File: src/rtl/regxfer_pkg.sv
package regxfer_pkg;
  localparam logic [2:0] FN_ADD = 3'd0;
  localparam logic [2:0] FN_SUB = 3'd1;
  localparam logic [2:0] FN_AND = 3'd2;
  localparam logic [2:0] FN_OR  = 3'd3;
  localparam logic [2:0] FN_XOR = 3'd4;

  typedef enum logic {XF_MOVE = 1'b0, XF_ALU = 1'b1} xfer_mode_e;
endpackage

File: src/rtl/onehot_dec.sv
module onehot_dec #(
  parameter int SEL_W = 2,
  localparam int N = 1 << SEL_W
) (
  input  logic [SEL_W-1:0] sel,
  input  logic             en,
  output logic [N-1:0]     hot
);
  for (genvar k = 0; k < N; k++) begin : g_term
    assign hot[k] = en && (sel == SEL_W'(k));
  end
endmodule

File: src/rtl/onehot_mux.sv
module onehot_mux #(
  parameter int N = 4,
  parameter int W = 8
) (
  input  logic [N-1:0]   en,
  input  logic [N*W-1:0] din,
  output logic [W-1:0]   dout
);
  always_comb begin
    dout = '0;
    for (int k = 0; k < N; k++) begin
      dout = dout | (din[k*W +: W] & {W{en[k]}});
    end
  end
endmodule

File: src/rtl/xfer_alu.sv
module xfer_alu
  import regxfer_pkg::*;
#(
  parameter int W = 8
) (
  input  logic [2:0]   fn,
  input  logic [W-1:0] a,
  input  logic [W-1:0] b,
  output logic [W-1:0] y,
  output logic         c,
  output logic         v
);
  typedef struct packed {
    logic [W-1:0] res;
    logic         cout;
    logic         ovf;
  } alu_out_t;

  function automatic alu_out_t add_core(input logic [W-1:0] x,
                                        input logic [W-1:0] z,
                                        input logic         cin);
    alu_out_t o;
    logic [W-1:0] low;
    logic [W:0]   full;
    low    = {1'b0, x[W-2:0]} + {1'b0, z[W-2:0]} + W'(cin);
    full   = {1'b0, x} + {1'b0, z} + (W+1)'(cin);
    o.res  = full[W-1:0];
    o.cout = full[W];
    o.ovf  = low[W-1] ^ full[W];
    return o;
  endfunction

  alu_out_t r;
  always_comb begin
    r = '0;
    case (fn)
      FN_ADD:  r = add_core(a, b, 1'b0);
      FN_SUB:  r = add_core(a, ~b, 1'b1);
      FN_AND:  r.res = a & b;
      FN_OR:   r.res = a | b;
      FN_XOR:  r.res = a ^ b;
      default: r.res = a;
    endcase
  end

  assign y = r.res;
  assign c = r.cout;
  assign v = r.ovf;
endmodule

File: src/rtl/regxfer_unit.sv
module regxfer_unit
  import regxfer_pkg::*;
#(
  parameter int W     = 8,
  parameter int SEL_W = 2,
  localparam int NREG = 1 << SEL_W,
  localparam int IW   = 2 * SEL_W
) (
  input  logic             clk,
  input  logic             rst,
  input  logic [IW-1:0]    instr,
  input  logic             xfer,
  input  logic             mode,
  input  logic [SEL_W-1:0] srcb_sel,
  input  logic [2:0]       alu_fn,
  input  logic             ext_we,
  input  logic [SEL_W-1:0] ext_sel,
  input  logic [W-1:0]     ext_data,
  output logic [NREG*W-1:0] regs_o,
  output logic             flag_c,
  output logic             flag_v
);
  logic [SEL_W-1:0] src_f, dst_f;
  logic [NREG-1:0]  src_a_en, src_b_en, dst_ld, ext_ld;
  logic [W-1:0]     bus_a, bus_b, alu_y, wr_data;
  logic             alu_c, alu_v, xfer_ok;
  logic [W-1:0]     rf [NREG];
  logic [NREG*W-1:0] rf_flat;
  xfer_mode_e       op_mode;

  assign src_f   = instr[SEL_W-1:0];
  assign dst_f   = instr[IW-1:SEL_W];
  assign xfer_ok = xfer && !ext_we;
  assign op_mode = xfer_mode_e'(mode);

  onehot_dec #(.SEL_W(SEL_W)) u_src_a (.sel(src_f),    .en(1'b1),    .hot(src_a_en));
  onehot_dec #(.SEL_W(SEL_W)) u_src_b (.sel(srcb_sel), .en(1'b1),    .hot(src_b_en));
  onehot_dec #(.SEL_W(SEL_W)) u_dst   (.sel(dst_f),    .en(xfer_ok), .hot(dst_ld));
  onehot_dec #(.SEL_W(SEL_W)) u_ext   (.sel(ext_sel),  .en(ext_we),  .hot(ext_ld));

  onehot_mux #(.N(NREG), .W(W)) u_bus_a (.en(src_a_en), .din(rf_flat), .dout(bus_a));
  onehot_mux #(.N(NREG), .W(W)) u_bus_b (.en(src_b_en), .din(rf_flat), .dout(bus_b));

  xfer_alu #(.W(W)) u_alu (
    .fn(alu_fn), .a(bus_a), .b(bus_b), .y(alu_y), .c(alu_c), .v(alu_v)
  );

  assign wr_data = (op_mode == XF_ALU) ? alu_y : bus_a;

  for (genvar k = 0; k < NREG; k++) begin : g_reg
    always_ff @(posedge clk) begin
      if (rst)            rf[k] <= '0;
      else if (ext_ld[k]) rf[k] <= ext_data;
      else if (dst_ld[k]) rf[k] <= wr_data;
    end
    assign rf_flat[k*W +: W] = rf[k];
  end

  always_ff @(posedge clk) begin
    if (rst) begin
      flag_c <= 1'b0;
      flag_v <= 1'b0;
    end else if (xfer_ok && op_mode == XF_ALU) begin
      flag_c <= alu_c;
      flag_v <= alu_v;
    end
  end

  assign regs_o = rf_flat;
endmodule

File: config.mk
export PLATFORM = sky130hd
export DESIGN_NAME = regxfer_unit
export DESIGN_NICKNAME = d
export VERILOG_FILES = /design/src/rtl/regxfer_pkg.sv /design/src/rtl/onehot_dec.sv /design/src/rtl/onehot_mux.sv /design/src/rtl/xfer_alu.sv /design/src/rtl/regxfer_unit.sv
export SDC_FILE = /design/constraint.sdc
export NUM_CORES = 1
export LEC_CHECK = 0
export ABC_AREA = 1
export BUFFER_PORTS_ARGS = -buffer_cell sky130_fd_sc_hd__buf_2
export CORE_MARGIN = 2
export CORE_UTILIZATION = 53
export CTS_CLUSTER_SIZE = 25
export DETAILED_ROUTE_END_ITERATION = 8
export HOLD_SLACK_MARGIN = 0.02
export PLACE_DENSITY_LB_ADDON = 0.1
export SYNTH_ARGS = -nofsm -noshare
export SYNTH_HDL_FRONTEND = slang
export SYNTH_SLANG_ARGS = --single-unit
File: constraint.sdc
create_clock -name clk -period 3.37 [get_ports clk]
set_clock_uncertainty 0.15 [all_clocks]
set_input_delay 0.674 -clock clk [delete_from_list [all_inputs] [get_ports clk]]
set_output_delay 0.674 -clock clk [all_outputs]
set_load 0.005 [all_outputs]
== Yosys cells after proc, flatten, opt, wreduce, memory -nomap -nowiden ==
Memories as Yosys holds them, arrays and structs flattened.
Index checks and enable logic that the tools add are counted.

* Register bits: 2
* Memory bits (writable): 32
* Input port bits: 24
* Output and inout bits: 34
* Logic and storage cells: 110
* Memories: 1

* Add/sub/neg operators: 6
* Equal/unequal tests: 16
* Mux-type cells: 41
* Bitwise operators: 28
* Reductions and logical operators: 16

{| class="wikitable"
|+ Memory list
! name !! depth !! width !! read ports !! clocked after Yosys merged registers in !! wr ports !! line !! RTL
|-
| rf || 4 || 8 || 4 || 0 || 4 || regxfer_unit.sv:27 || <nowiki>logic [W-1:0] rf [NREG];</nowiki>
|}

{| class="wikitable"
|+ Operators with widths
! kind !! number
|-
| $and 8x8->8 || 9
|-
| $mux 8 || 9
|-
| $or 8x8->8 || 7
|-
| $pmux 8 s5 || 1
|-
| $mux 1 || 30
|-
| $add 8x8->9 || 2
|-
| $add 7x7->8 || 2
|-
| $eq 2x2->1 const B || 8
|-
| $logic_and 1x1->1 || 10
|-
| $add 9x1->9 const B || 1
|-
| $add 8x1->8 const B || 1
|-
| $eq 2x1->1 const B || 4
|-
| $logic_not 2->1 || 4
|-
| $not 8->8 || 1
|-
| $or 1x1->1 || 8
|-
| $xor 8x8->8 || 1
|-
| $eq 3x2->1 const B || 2
|-
| $pmux 2 s2 || 1
|-
| $eq 3x1->1 const B || 1
|-
| $eq 3x3->1 const B || 1
|-
| $logic_not 3->1 || 1
|-
| $xor 1x1->1 || 2
|-
| $logic_not 1->1 || 1
|}

== Depth between registers and ports, before layout ==
* Depth in word-level cells: 11
* Depth in mapped cells: 19
* Gate-level depth less buffers: 18

== Hierarchy ==
A second synthesis with hierarchy kept.

* Cells, all modules: 628
* Area total of the unflattened synthesis: 3742.3 um2

{| class="wikitable"
|+ Modules (own cells, without submodules)
! module !! instances !! cells an instance !! area an instance (um2) !! seq. area each (um2)
|-
| regxfer_unit || 1 || 215 || 1750.4 || 1001.0
|-
| xfer_alu || 1 || 229 || 1291.2 || 0.0
|-
| onehot_mux || 2 || 76 || 290.3 || 0.0
|-
| onehot_dec || 4 || 8 || 30.0 || 0.0
|}

== Worst setup path after synthesis ==
No wires, ideal clock.

* Path type: input port to flip-flop
* Start point: in srcb_sel[1]
* End point: mem rf[0][4], data pin
* Library setup time: 0.253 ns
* Arrival time: 2.468 ns
* Data required time: 2.967 ns
* Setup slack: 0.499 ns
* Stages on the path: 15
* Path buffers: 0
* Cell sequence: inv_1 -> nor2_1 -> inv_1 -> nor2_1 -> nor3_1 -> inv_1 -> fa_1 -> inv_1 -> nand2_1 -> nand3_1 -> a21oi_1 -> o21ai_0 -> nand3_2 -> nand3_1 -> nand2_1

{| class="wikitable"
|+ RTL lines
! what !! line !! RTL
|-
| start, declared || regxfer_unit.sv:14 || <nowiki>input logic [SEL_W-1:0] srcb_sel,</nowiki>
|-
| end, declared || regxfer_unit.sv:27 ||
|}

==> summary.txt <==
Run status
  • Status: complete, no violations

Clocking
  • Clk pin slew, worst setup/hold paths: about 0.070 ns
  • # H-tree levels: 2
  • Worst-case clock buffer depth: 2
  • Clock Latency Late Sink: approximately 0.29 ns
  • CTS sink cnt: 34
  • Post-CTS setup buffers: 0
  • Total of cells resized after clock tree synthesis: 0
  • CTS buffer count: 5
  • Clk Tree Root Cell: clkbuf_8
  • TritonCTS clock tree: yes
  • Post-CTS Hold Fix Bufs: 0

Drt
  • DRT antenna net count: 0
  • Residual DRC: 0
  • Initial drt markers: approximately 380
  • Wirelength per Cell: roughly 16 um
  • Routed via count: around 3700
  • Drt pass-1 iters: 5
  • Final WL: slightly above 10000 um
  • Vias/cell: between 5 and 6

Synthesis
  • Post-Syn Instances: ~500
  • Flops & latches, synth: 34
  • Seq/Total Area, Yosys: about 29%
  • Ys flop type: edfxtp_1
  • Distinct cell type count after synthesis: 35
  • Mapped Avg Cell Area: roughly 7.0 um2
  • Count of yosys warnings during synthesis: 0
  • Post-synth EDFFs: 32
  • Syn nets: around 550
  • Syn Std Cell Area: 0.00349 mm2
  • Asr flop ratio synth: 0%

Placed design
  • Post-DP HPWL: roughly 8600 um
  • Placer Congestion: just under 1
  • Port Buffer Count: between 50 and 60

Power and ir drop
  • Sequential fraction of design power: roughly 40%
  • Clock Power Share: a little over a fifth
  • Leak: roughly 0.0020 uW
  • Combinational Power Share: about two fifths
  • Power Total: 1310 uW
  • Maximum VDD drop: around 0.00024 V
  • Power Density: between 300 and 400 mW/mm2
  • Cell Int Power: ~800 uW
  • Sw power: around 500 uW
  • Switching Fraction: about two fifths

Final layout
  • Nets@finish: 614
  • Area growth syn-to-layout: 13.1%
  • Highest-count cells in the layout ignoring fill and taps: nand2_1, inv_1, nand3_1
  • Proportion of layout cells with a drive suffix above 1: between 20% and 30%
  • Diode count: 0
  • Most common cell after layout, fill and taps aside: nand2_1

Die
  • Core Area: 0.00635 mm2
  • Row count: 29
  • Die X: about 85 um
  • Die H: between 80 and 90 um
  • # IOs: 58
  • Initial Utilization: between 50% and 60%
  • Die area: between 0.007 and 0.008 mm2

Worst hold path
  • Worst Hold Class: flip-flop to flip-flop

STA
  • Fin crit share: 91.8%
  • Fmax: about 320 MHz
  • Final Critical Period: ~3.1 ns
  • RSZ-0062 raised after global routing: false
  • Hold Violations, Final: 0
  • Max Transition Viols Final: 0
  • Setup TNS: 0 ns
  • Endpoints failing setup: 0
  • Worst-margin pin slew: around 0.6 ns
  • Max-slew headroom: approximately three fifths

Setup path
  • CP bufs+invs: 5
  • Critical Path Most Common Cell: inv_1
  • Worst path top cell family by delay: simple AND/OR/NAND/NOR gates
  • Crit path max fanout: 7
  • CP cell instances: buf_2 -> inv_1 -> nand2_1 -> inv_1 -> nand2_1 -> nand4_1 -> ha_1 -> inv_1 -> fa_1 -> inv_1 -> nand3_1 -> nand3_1 -> a21oi_1 -> o21ai_0 -> nand3_2 -> nand3_1 -> nand2_1
  • Worst Setup Start Kind: input pin
  • Worst path max stage delay: 0.39 ns
  • WS Path Type: input pin to flip-flop
  • Endpoint class of the critical path: flip-flop
  • WP data required: 3.26 ns
  • Slowest CP cell: fa_1
  • Register-to-register setup slack: 0.60 ns
  • Worst Path Arrival: about 3 ns

Job
  • Maximum Capacitance Violations: 0

Global route
  • First-pass GRT wire length: between 15000 and 20000 um
  • Antenna violations before repair: 0
  • GRT Overall Usage: 29.4%
  • Grt total ovfl: 0
  • Vias in the first global route: between 3000 and 4000
  • Largest net degree at the start of global routing: 11
==> sequential cells by signal, indices dropped and copies added, names as in the netlist <==
register and count:
flag_c 1, rf 32, flag_v 1
==> final cells by class <==
type | count | area, um2
fillers | 618 | 2410
multi-input cells | 366 | 2070
flip-flops and latches | 34 | 1000
inverters | 93 | 354
repair buffers | 64 | 338
well taps | 77 | 96.3
clock buffers | 6 | 72.6
clock inverters | 2 | 8.76
==> stage by stage <==
| stage | cells | cell area, um2 | worst slack, ns | util [%] | hold slack (ns) |
|---|---|---|---|---|---|
| 2_1_floorplan | 499 | 3490 | 0.499 | - | 0.340 |
| 3_3_place_gp | 634 | 3860 | 0.0459 | 60.8 | 0.332 |
| 3_5_place_dp | 634 | 3860 | 0.0332 | 60.8 | 0.377 |
| 4_1_cts | 642 | 3940 | 0.332 | 62.1 | 0.396 |
| 5_1_grt | 642 | 3940 | 0.0628 | 62.1 | 0.417 |
| 6_report | 642 | 3940 | 0.278 | 62.1 | 0.385 |
==> cells by family (layout without fill, tap and decap cells) <==
| logic type | after synthesis | in the layout | synth area share, % |
|---|---|---|---|
| buf+inv | 99 | 165 | 11.9 |
| compound gates | 72 | 72 | 13.1 |
| flops | 34 | 34 | 28.7 |
| fa+ha+maj | 26 | 26 | 9.76 |
| simple gates | 268 | 268 | 36.6 |
==> synth_stat cells, types with 4 or more instances <==
library cell    n  area [um2]
o21ai_1        11        55.1
nand2_2         8        50.1
nor4_4          4        85.1
o21ai_2         7        61.3
nor2_1         45         169
ha_1           24         300
nand3_1        61         305
o22ai_1        25         156
nand3_2         6        60.1
a21oi_1        10        50.1
buf_6           4        45.0
nand2_1       126         473
inv_2          10        37.5
inv_1          81         304
nand4_1         6        37.5
edfxtp_1       32         961
nor2_2          4        25.0
o21ai_0        11        55.1
==> layer usage <==
metal  track usage (%)  vias to the layer above  routed length [um]
met5                 0                        -                   0
met4              9.24                        0                 240
met3              5.54                       31                 876
met2              46.8                      199                4740
met1              40.6                     1645                4530
li1                  -                     1786                   -
==> worst reg2reg max path: cells and delay by family, from the launching register on <==
kind,cells,cell delay (ns)
AND/OR/NAND/NOR,8,0.97
AO/OA/AOI/OAI,1,0.24
buffers and inverters,3,0.27
flip-flops,1,0.43
adder cells (fa/ha/maj),2,0.46
==> power groups by stage <==
stage / sequential (uW) / clock, uW / combinational, uW
6_report: 511 / 286 / 510
4_1_cts: 510 / 282 / 506
3_3_place_gp: 519 / 0 / 496
2_1_floorplan: 517 / 0 / 359
5_1_grt: 514 / 303 / 574
3_5_place_dp: 519 / 0 / 503
==> path summary, 6_finish.rpt <==
check / start / to / depth (start not counted)
worst min register to register: flag_c$_SDFFE_PP0P_ / flag_c$_SDFFE_PP0P_ / 2
worst max register to register: rf[2][0]$_SDFFCE_PN0P_ / rf[3][4]$_DFFE_PP_ / 14
worst max-delay path: srcb_sel[1] / rf[3][4]$_DFFE_PP_ / 17
worst min-delay path: flag_c$_SDFFE_PP0P_ / flag_c$_SDFFE_PP0P_ / 2
(Power assumes the default switching activity.)
